[src/rtl/seg_xlate_pkg.sv]
package seg_xlate_pkg;
  typedef enum logic [1:0] {
    OP_READ  = 2'd0,
    OP_WRITE = 2'd1,
    OP_FETCH = 2'd2,
    OP_READ2 = 2'd3
  } op_e;

  typedef enum logic [1:0] {
    FLT_NONE   = 2'd0,
    FLT_LIMIT  = 2'd1,
    FLT_RIGHTS = 2'd2,
    FLT_ABSENT = 2'd3
  } flt_e;

  typedef struct packed {
    logic present;
    logic exec;
    logic rw;
  } rights_t;
endpackage

[src/rtl/seg_desc_cache.sv]
module seg_desc_cache
  import seg_xlate_pkg::*;
#(
  parameter int SEG_N  = 4,
  parameter int IDX_W  = (SEG_N > 1) ? $clog2(SEG_N) : 1,
  parameter int SEL_W  = 16,
  parameter int BASE_W = 24,
  parameter int LIM_W  = 16
) (
  input  logic              clk_i,
  input  logic              rst_ni,
  input  logic              ld_en_i,
  input  logic [IDX_W-1:0]  ld_idx_i,
  input  logic [SEL_W-1:0]  ld_sel_i,
  input  logic [BASE_W-1:0] ld_base_i,
  input  logic [LIM_W-1:0]  ld_limit_i,
  input  rights_t           ld_rights_i,
  input  logic [IDX_W-1:0]  rd_idx_i,
  output logic [SEL_W-1:0]  rd_sel_o,
  output logic [BASE_W-1:0] rd_base_o,
  output logic [LIM_W-1:0]  rd_limit_o,
  output rights_t           rd_rights_o
);
  logic [SEL_W-1:0]  sel_q   [SEG_N];
  logic [BASE_W-1:0] base_q  [SEG_N];
  logic [LIM_W-1:0]  limit_q [SEG_N];
  rights_t           rt_q    [SEG_N];

  always_ff @(posedge clk_i or negedge rst_ni) begin
    if (!rst_ni) begin
      for (int i = 0; i < SEG_N; i++) begin
        sel_q[i]   <= '0;
        base_q[i]  <= '0;
        limit_q[i] <= '0;
        rt_q[i]    <= '0;
      end
    end else begin
      for (int i = 0; i < SEG_N; i++) begin
        if (ld_en_i && ld_idx_i == IDX_W'(i)) begin
          sel_q[i]   <= ld_sel_i;
          base_q[i]  <= ld_base_i;
          limit_q[i] <= ld_limit_i;
          rt_q[i]    <= ld_rights_i;
        end
      end
    end
  end

  // read returns pre-load contents when load and lookup collide
  assign rd_sel_o    = sel_q[rd_idx_i];
  assign rd_base_o   = base_q[rd_idx_i];
  assign rd_limit_o  = limit_q[rd_idx_i];
  assign rd_rights_o = rt_q[rd_idx_i];
endmodule

[src/rtl/seg_access_check.sv]
module seg_access_check
  import seg_xlate_pkg::*;
#(
  parameter int SEL_W = 16,
  parameter int OFF_W = 16,
  parameter int PA_W  = 24,
  parameter int RA_W  = SEL_W + 4
) (
  input  logic             real_mode_i,
  input  logic [1:0]       op_i,
  input  logic [OFF_W-1:0] off_i,
  input  logic [SEL_W-1:0] sel_i,
  input  logic [PA_W-1:0]  base_i,
  input  logic [OFF_W-1:0] limit_i,
  input  rights_t          rights_i,
  output logic             ok_o,
  output flt_e             code_o,
  output logic [PA_W-1:0]  pa_o
);
  logic [RA_W-1:0] real_sum;
  logic [PA_W-1:0] prot_sum;
  logic            rights_ok;

  always_comb begin
    real_sum = {sel_i, 4'h0} + RA_W'(off_i);
    prot_sum = base_i + PA_W'(off_i);

    unique case (op_e'(op_i))
      OP_WRITE: rights_ok = !rights_i.exec && rights_i.rw;
      OP_FETCH: rights_ok = rights_i.exec;
      default:  rights_ok = !rights_i.exec || rights_i.rw;
    endcase

    if (real_mode_i)             code_o = FLT_NONE;
    else if (!rights_i.present)  code_o = FLT_ABSENT;
    else if (off_i > limit_i)    code_o = FLT_LIMIT;
    else if (!rights_ok)         code_o = FLT_RIGHTS;
    else                         code_o = FLT_NONE;

    ok_o = (code_o == FLT_NONE);
    if (!ok_o)            pa_o = '0;
    else if (real_mode_i) pa_o = PA_W'(real_sum);
    else                  pa_o = prot_sum;
  end
endmodule

[src/rtl/seg_xlate_unit.sv]
module seg_xlate_unit
  import seg_xlate_pkg::*;
#(
  parameter int SEG_N = 4,
  parameter int SEL_W = 16,
  parameter int OFF_W = 16,
  parameter int PA_W  = 24,
  parameter int IDX_W = (SEG_N > 1) ? $clog2(SEG_N) : 1
) (
  input  logic             clk_i,
  input  logic             rst_ni,
  input  logic             real_mode_i,
  input  logic             ld_valid_i,
  input  logic [IDX_W-1:0] ld_seg_i,
  input  logic [SEL_W-1:0] ld_sel_i,
  input  logic [PA_W-1:0]  ld_base_i,
  input  logic [OFF_W-1:0] ld_limit_i,
  input  logic [2:0]       ld_rights_i,
  input  logic             req_valid_i,
  input  logic [IDX_W-1:0] req_seg_i,
  input  logic [1:0]       req_op_i,
  input  logic [OFF_W-1:0] req_off_i,
  output logic             pa_valid_o,
  output logic [PA_W-1:0]  pa_o,
  output logic             fault_o,
  output logic [1:0]       fault_code_o
);
  logic [SEL_W-1:0] c_sel;
  logic [PA_W-1:0]  c_base;
  logic [OFF_W-1:0] c_limit;
  rights_t          c_rights;
  logic             chk_ok;
  flt_e             chk_code;
  logic [PA_W-1:0]  chk_pa;

  seg_desc_cache #(
    .SEG_N(SEG_N), .IDX_W(IDX_W), .SEL_W(SEL_W), .BASE_W(PA_W), .LIM_W(OFF_W)
  ) i_cache (
    .clk_i       (clk_i),
    .rst_ni      (rst_ni),
    .ld_en_i     (ld_valid_i),
    .ld_idx_i    (ld_seg_i),
    .ld_sel_i    (ld_sel_i),
    .ld_base_i   (ld_base_i),
    .ld_limit_i  (ld_limit_i),
    .ld_rights_i (rights_t'(ld_rights_i)),
    .rd_idx_i    (req_seg_i),
    .rd_sel_o    (c_sel),
    .rd_base_o   (c_base),
    .rd_limit_o  (c_limit),
    .rd_rights_o (c_rights)
  );

  seg_access_check #(
    .SEL_W(SEL_W), .OFF_W(OFF_W), .PA_W(PA_W)
  ) i_check (
    .real_mode_i (real_mode_i),
    .op_i        (req_op_i),
    .off_i       (req_off_i),
    .sel_i       (c_sel),
    .base_i      (c_base),
    .limit_i     (c_limit),
    .rights_i    (c_rights),
    .ok_o        (chk_ok),
    .code_o      (chk_code),
    .pa_o        (chk_pa)
  );

  always_ff @(posedge clk_i or negedge rst_ni) begin
    if (!rst_ni) begin
      pa_valid_o   <= 1'b0;
      fault_o      <= 1'b0;
      fault_code_o <= 2'd0;
      pa_o         <= '0;
    end else if (req_valid_i) begin
      pa_valid_o   <= chk_ok;
      fault_o      <= !chk_ok;
      fault_code_o <= chk_code;
      pa_o         <= chk_pa;
    end else begin
      pa_valid_o   <= 1'b0;
      fault_o      <= 1'b0;
      fault_code_o <= 2'd0;
      pa_o         <= '0;
    end
  end
endmodule

[config.mk]
export PLATFORM = sky130hd
export DESIGN_NAME = seg_xlate_unit
export DESIGN_NICKNAME = d
export VERILOG_FILES = /design/src/rtl/seg_xlate_pkg.sv /design/src/rtl/seg_desc_cache.sv /design/src/rtl/seg_access_check.sv /design/src/rtl/seg_xlate_unit.sv
export SDC_FILE = /design/constraint.sdc
export NUM_CORES = 1
export LEC_CHECK = 0
export ABC_CLOCK_PERIOD_IN_PS = 3100
export BUFFER_PORTS_ARGS = -buffer_cell sky130_fd_sc_hd__buf_2
export CAP_MARGIN = 10
export CORE_AREA = 2 2 202 154
export DETAILED_ROUTE_END_ITERATION = 8
export DIE_AREA = 0 0 204 156
export GPL_TIMING_DRIVEN = 0
export PLACE_DENSITY = 0.64
export REMOVE_ABC_BUFFERS = 1
export SYNTH_ARGS = -nofsm -noshare
export SYNTH_HDL_FRONTEND = slang
export SYNTH_HIERARCHICAL = 1
export SYNTH_SLANG_ARGS = --single-unit
[constraint.sdc]
create_clock -name clk_i -period 3.1 [get_ports clk_i]
set_input_delay 0 -clock clk_i [delete_from_list [all_inputs] [get_ports clk_i]]
set_output_delay 0 -clock clk_i [all_outputs]
set_load 0.03 [all_outputs]
==> results by group <==
Run status
  • Status: complete, but fails checks
  • Failing checks: negative setup slack

Die
  • Row count: 55
  • IO Count: 114
  • Initial Util: 44.6%
  • Die height: 156 um
  • DIE WIDTH: 204 um
  • Core region area: 0.0299 mm^2
  • Die area: 0.0318 mm^2

Critical path
  • Reg-to-reg setup timing slack: -0.03 ns
  • CP Capture Type: flip-flop
  • Worst path max stage delay: 0.48 ns
  • Worst R2R Start: i_cache/base_q[48]
  • CP max stage cell: mux4_2
  • Delay-heaviest family, CP: compound AO/OA/AOI/OAI gates
  • Critical path type: flip-flop to flip-flop
  • Buf+Inv Stages, Crit Path: 1
  • Reg2reg end: pa_o[20]
  • R2R cell count: 12
  • Crit path required time: 3.52 ns
  • Crit path max fanout: 6
  • Arr. time, crit path: 3.56 ns
  • CP cell instances: mux4_2 -> ha_4 -> fa_2 -> a21oi_2 -> nor2b_1 -> a311o_2 -> o2bb2ai_4 -> a221oi_4 -> buf_6 -> nor3_1 -> o21a_1 -> and2_1
  • Startpoint types: flip-flop

Finish
  • Post-layout util: 54.5%
  • Number of fill cells: 2510
  • Design Area, Final: 0.0163 mm^2
  • Share of cells above drive strength 1: 42.2%
  • Final #Nets: 1283
  • Area Growth Syn to Fin: 22.4%

Logic synthesis
  • Mapped Cells: 959
  • Largest family of logic cells by synthesized area: multiplexers
  • Synth area leaders: dfrtp_1 (50%), mux2_2 (19%), mux4_2 (10%)
  • Number of synthesized flops with an enable pin: 0
  • Post-synthesis mux area share: 29.9%
  • Post-synthesis simple-gate area fraction: 5.89%
  • Seq/Total Area, Yosys: 49.6%
  • Post-synth ARST share: 100%
  • Primary FF master, synth: dfrtp_1
  • Post-Synth Adder-Cell Area: 4.62%
  • #FFs+latches synth: 264
  • Yosys warns: 6
  • Post-synthesis cell type count: 60
  • Xor/xnor share of the synthesized area: 1.84%
  • Compound-Gate Fraction of Synth Area: 5.56%
  • Area share of the largest cell type after synthesis: 49.6%
  • Netlist Area Pre-Place: 0.0133 mm^2
  • Syn Area/Cell: 13.9 um^2
  • Leading area contributor after synthesis: dfrtp_1

Clock network
  • Clk root buf: clkbuf_16
  • Clock sinks: 264
  • Cts bufs inserted: 27
  • Clk buf depth: 3
  • H-tree level count: 1
  • Worst skew pair latency: 0.54 ns
  • CTS clk-pin slew, worst paths: 0.07 ns
  • CTS tree: yes

Timing
  • Worst hold slack: 0.00350 ns
  • Highest clock rate: 0.319 GHz
  • Final Hold Fails: 0
  • Relative slew slack: 36.6%
  • Setup TNS Final: -0.0459 ns
  • Unrepaired setup endpoints after global routing: true
  • Final Max Tran Viols: 0
  • Final Setup Violations: 2
  • Final Skew: 0.0220 ns
  • Final worst path period need: 3.13 ns
  • Worst-margin pin slew: 0.950 ns
  • Setup ws final: -0.0333 ns
  • Tcrit/Tclk final: 101%

Global route
  • First-pass GRT wire length: 49800 um
  • Global route overflow: 0
  • GR Util All Layers: 19.9%
  • Vias in the first global route: 8952
  • Initial antenna violation count: 4
  • Pin count of the biggest net entering global routing: 107

Job
  • Max-cap viol count: 0

Route
  • DRT antenna net count: 0
  • Routed wire length: 30800 um
  • Post-DR wirelength/cell: 19.6 um
  • Pre-Repair DR Iteration Count: 5
  • DRC Markers: 0
  • Initial DRC count: 476
  • Routed vias/inst: 5.47
  • Vias: 8577

Pwr
  • Net switching power: 2.99 mW
  • Combinational share of power: 27.7%
  • Pwr dens: 637 mW/mm^2
  • Clk pwr share: 30.1%
  • Sequential share of power: 42.2%
  • Int Pwr: 7.38 mW
  • Sw Share: 28.8%
  • Max rail drop VDD: 380 uV
  • Lkg Pwr: 7.08 nW

Min path
  • Worst min path class: input pin to asynchronous set/reset pin

Place
  • GP Congestion: 0.803
  • HPWL Detailed: 21700 um
  • Port bufs: 113
  • Post-place instance area: 0.0145 mm^2
## synth_stat cells (7+ instances only)
library cell,count
xnor2_1,11
o22ai_1,8
o21ai_1,7
mux2_2,224
buf_2,28
nand3_1,11
nor2b_1,8
dfrtp_1,264
xor2_1,17
and2_1,30
o21ai_0,10
a21oi_1,28
nor2_1,27
nor3_1,7
nand2_1,32
mux4_2,59
ha_1,46
mux2_1,12
inv_1,24
clkbuf_1,9
## metrics by stage
stage,instances,total power [mW],worst slack (ns)
3_3_place_gp,1426,7.00,-2.87
2_1_floorplan,914,6.29,0.0319
4_1_cts,1562,10.4,-0.00426
6_report,1568,10.4,-0.0333
3_5_place_dp,1443,7.10,-1.21
5_1_grt,1568,10.9,-0.167
## metal layers
layer / routed length [um] / global-route usage [%] / part of all wire, % / up-vias
li1: - / - / - / 3955
met1: 14700 / 29.1 / 48 / 4434
met2: 14300 / 31.9 / 46 / 145
met3: 1330 / 3.09 / 4.3 / 41
met4: 482 / 3.86 / 1.6 / 2
met5: 16 / 0 / 0.052 / -
## power groups by stage
stage,clock [mW],combinational (mW),sequential (mW)
after global placement,0,2.59,4.41
after global routing,3.35,3.15,4.45
after floorplan,0,1.86,4.43
final,3.13,2.87,4.37
after CTS,3.20,2.84,4.37
after detailed placement,0,2.67,4.43
## how the worst max path moves through the flow
stage	start	to	cells after the start	slack, ns
CTS	i_cache/base_q[0]	pa_o[20]	12	-0.004
floorplan	i_cache/base_q[0]	pa_o[16]	11	0.03
global route	i_cache/base_q[24]	pa_o[18]	12	-0.17
finish	i_cache/base_q[48]	pa_o[20]	12	-0.03
global placement	rst_ni	i_cache/limit_q[25]	1	-2.87
detailed placement	req_seg_i[0]	pa_o[17]	12	-1.21
## flip-flops by register name, summed over array words and instances, names as in the netlist
signal and count:
fault_code_o 2, pa_o 24, fault_o 1, i_cache/base_q 96
i_cache/limit_q 64, i_cache/sel_q 64, i_cache/rt_q 12, pa_valid_o 1
## what timing repair did
action / in CTS / in global routing
pin swaps: 7 / 5
endpoints found under the setup margin: 26 / 11
hold buffers: 66 / 0
hold endpoints to repair: 528 / 0
resized for setup: 20 / 12
buffers inserted: 7 / 3
## kinds of logic after synthesis
logic type,Yosys count
mux,295
compound gates,107
buf+inv,69
simple gates,148
fa+ha+maj,48
flops,264
xor+xnor,28
## placed cells by master, fill, tap and decap left out, types with 9 or more instances in the layout
cell,netlist,layout
xor2_1,17,17
mux4_2,59,59
ha_1,46,43
and2_1,30,30
nor2_1,27,25
nand3_1,11,9
nand2_1,32,32
mux2_1,12,12
dfrtp_1,264,264
clkbuf_16,0,27
buf_2,28,110
buf_4,6,10
buf_16,0,9
a21oi_1,28,25
xnor2_1,11,11
inv_1,24,24
mux2_2,224,224
dlygate4sd3_1,0,66
## cell type report
cell class                 instances  area, um^2  area share (%)
clock inverter                     6        61.3           0.376
multi-input combinational        626        6540            40.2
clock buffer                      40         785            4.82
timing repair buffer             206        1700            10.4
sequential                       264        6610            40.6
tap                              399         499            3.07
antenna                            3        7.51          0.0461
inverter                          24        90.1           0.553
Note: power is estimated with default switching activity, not from simulation.
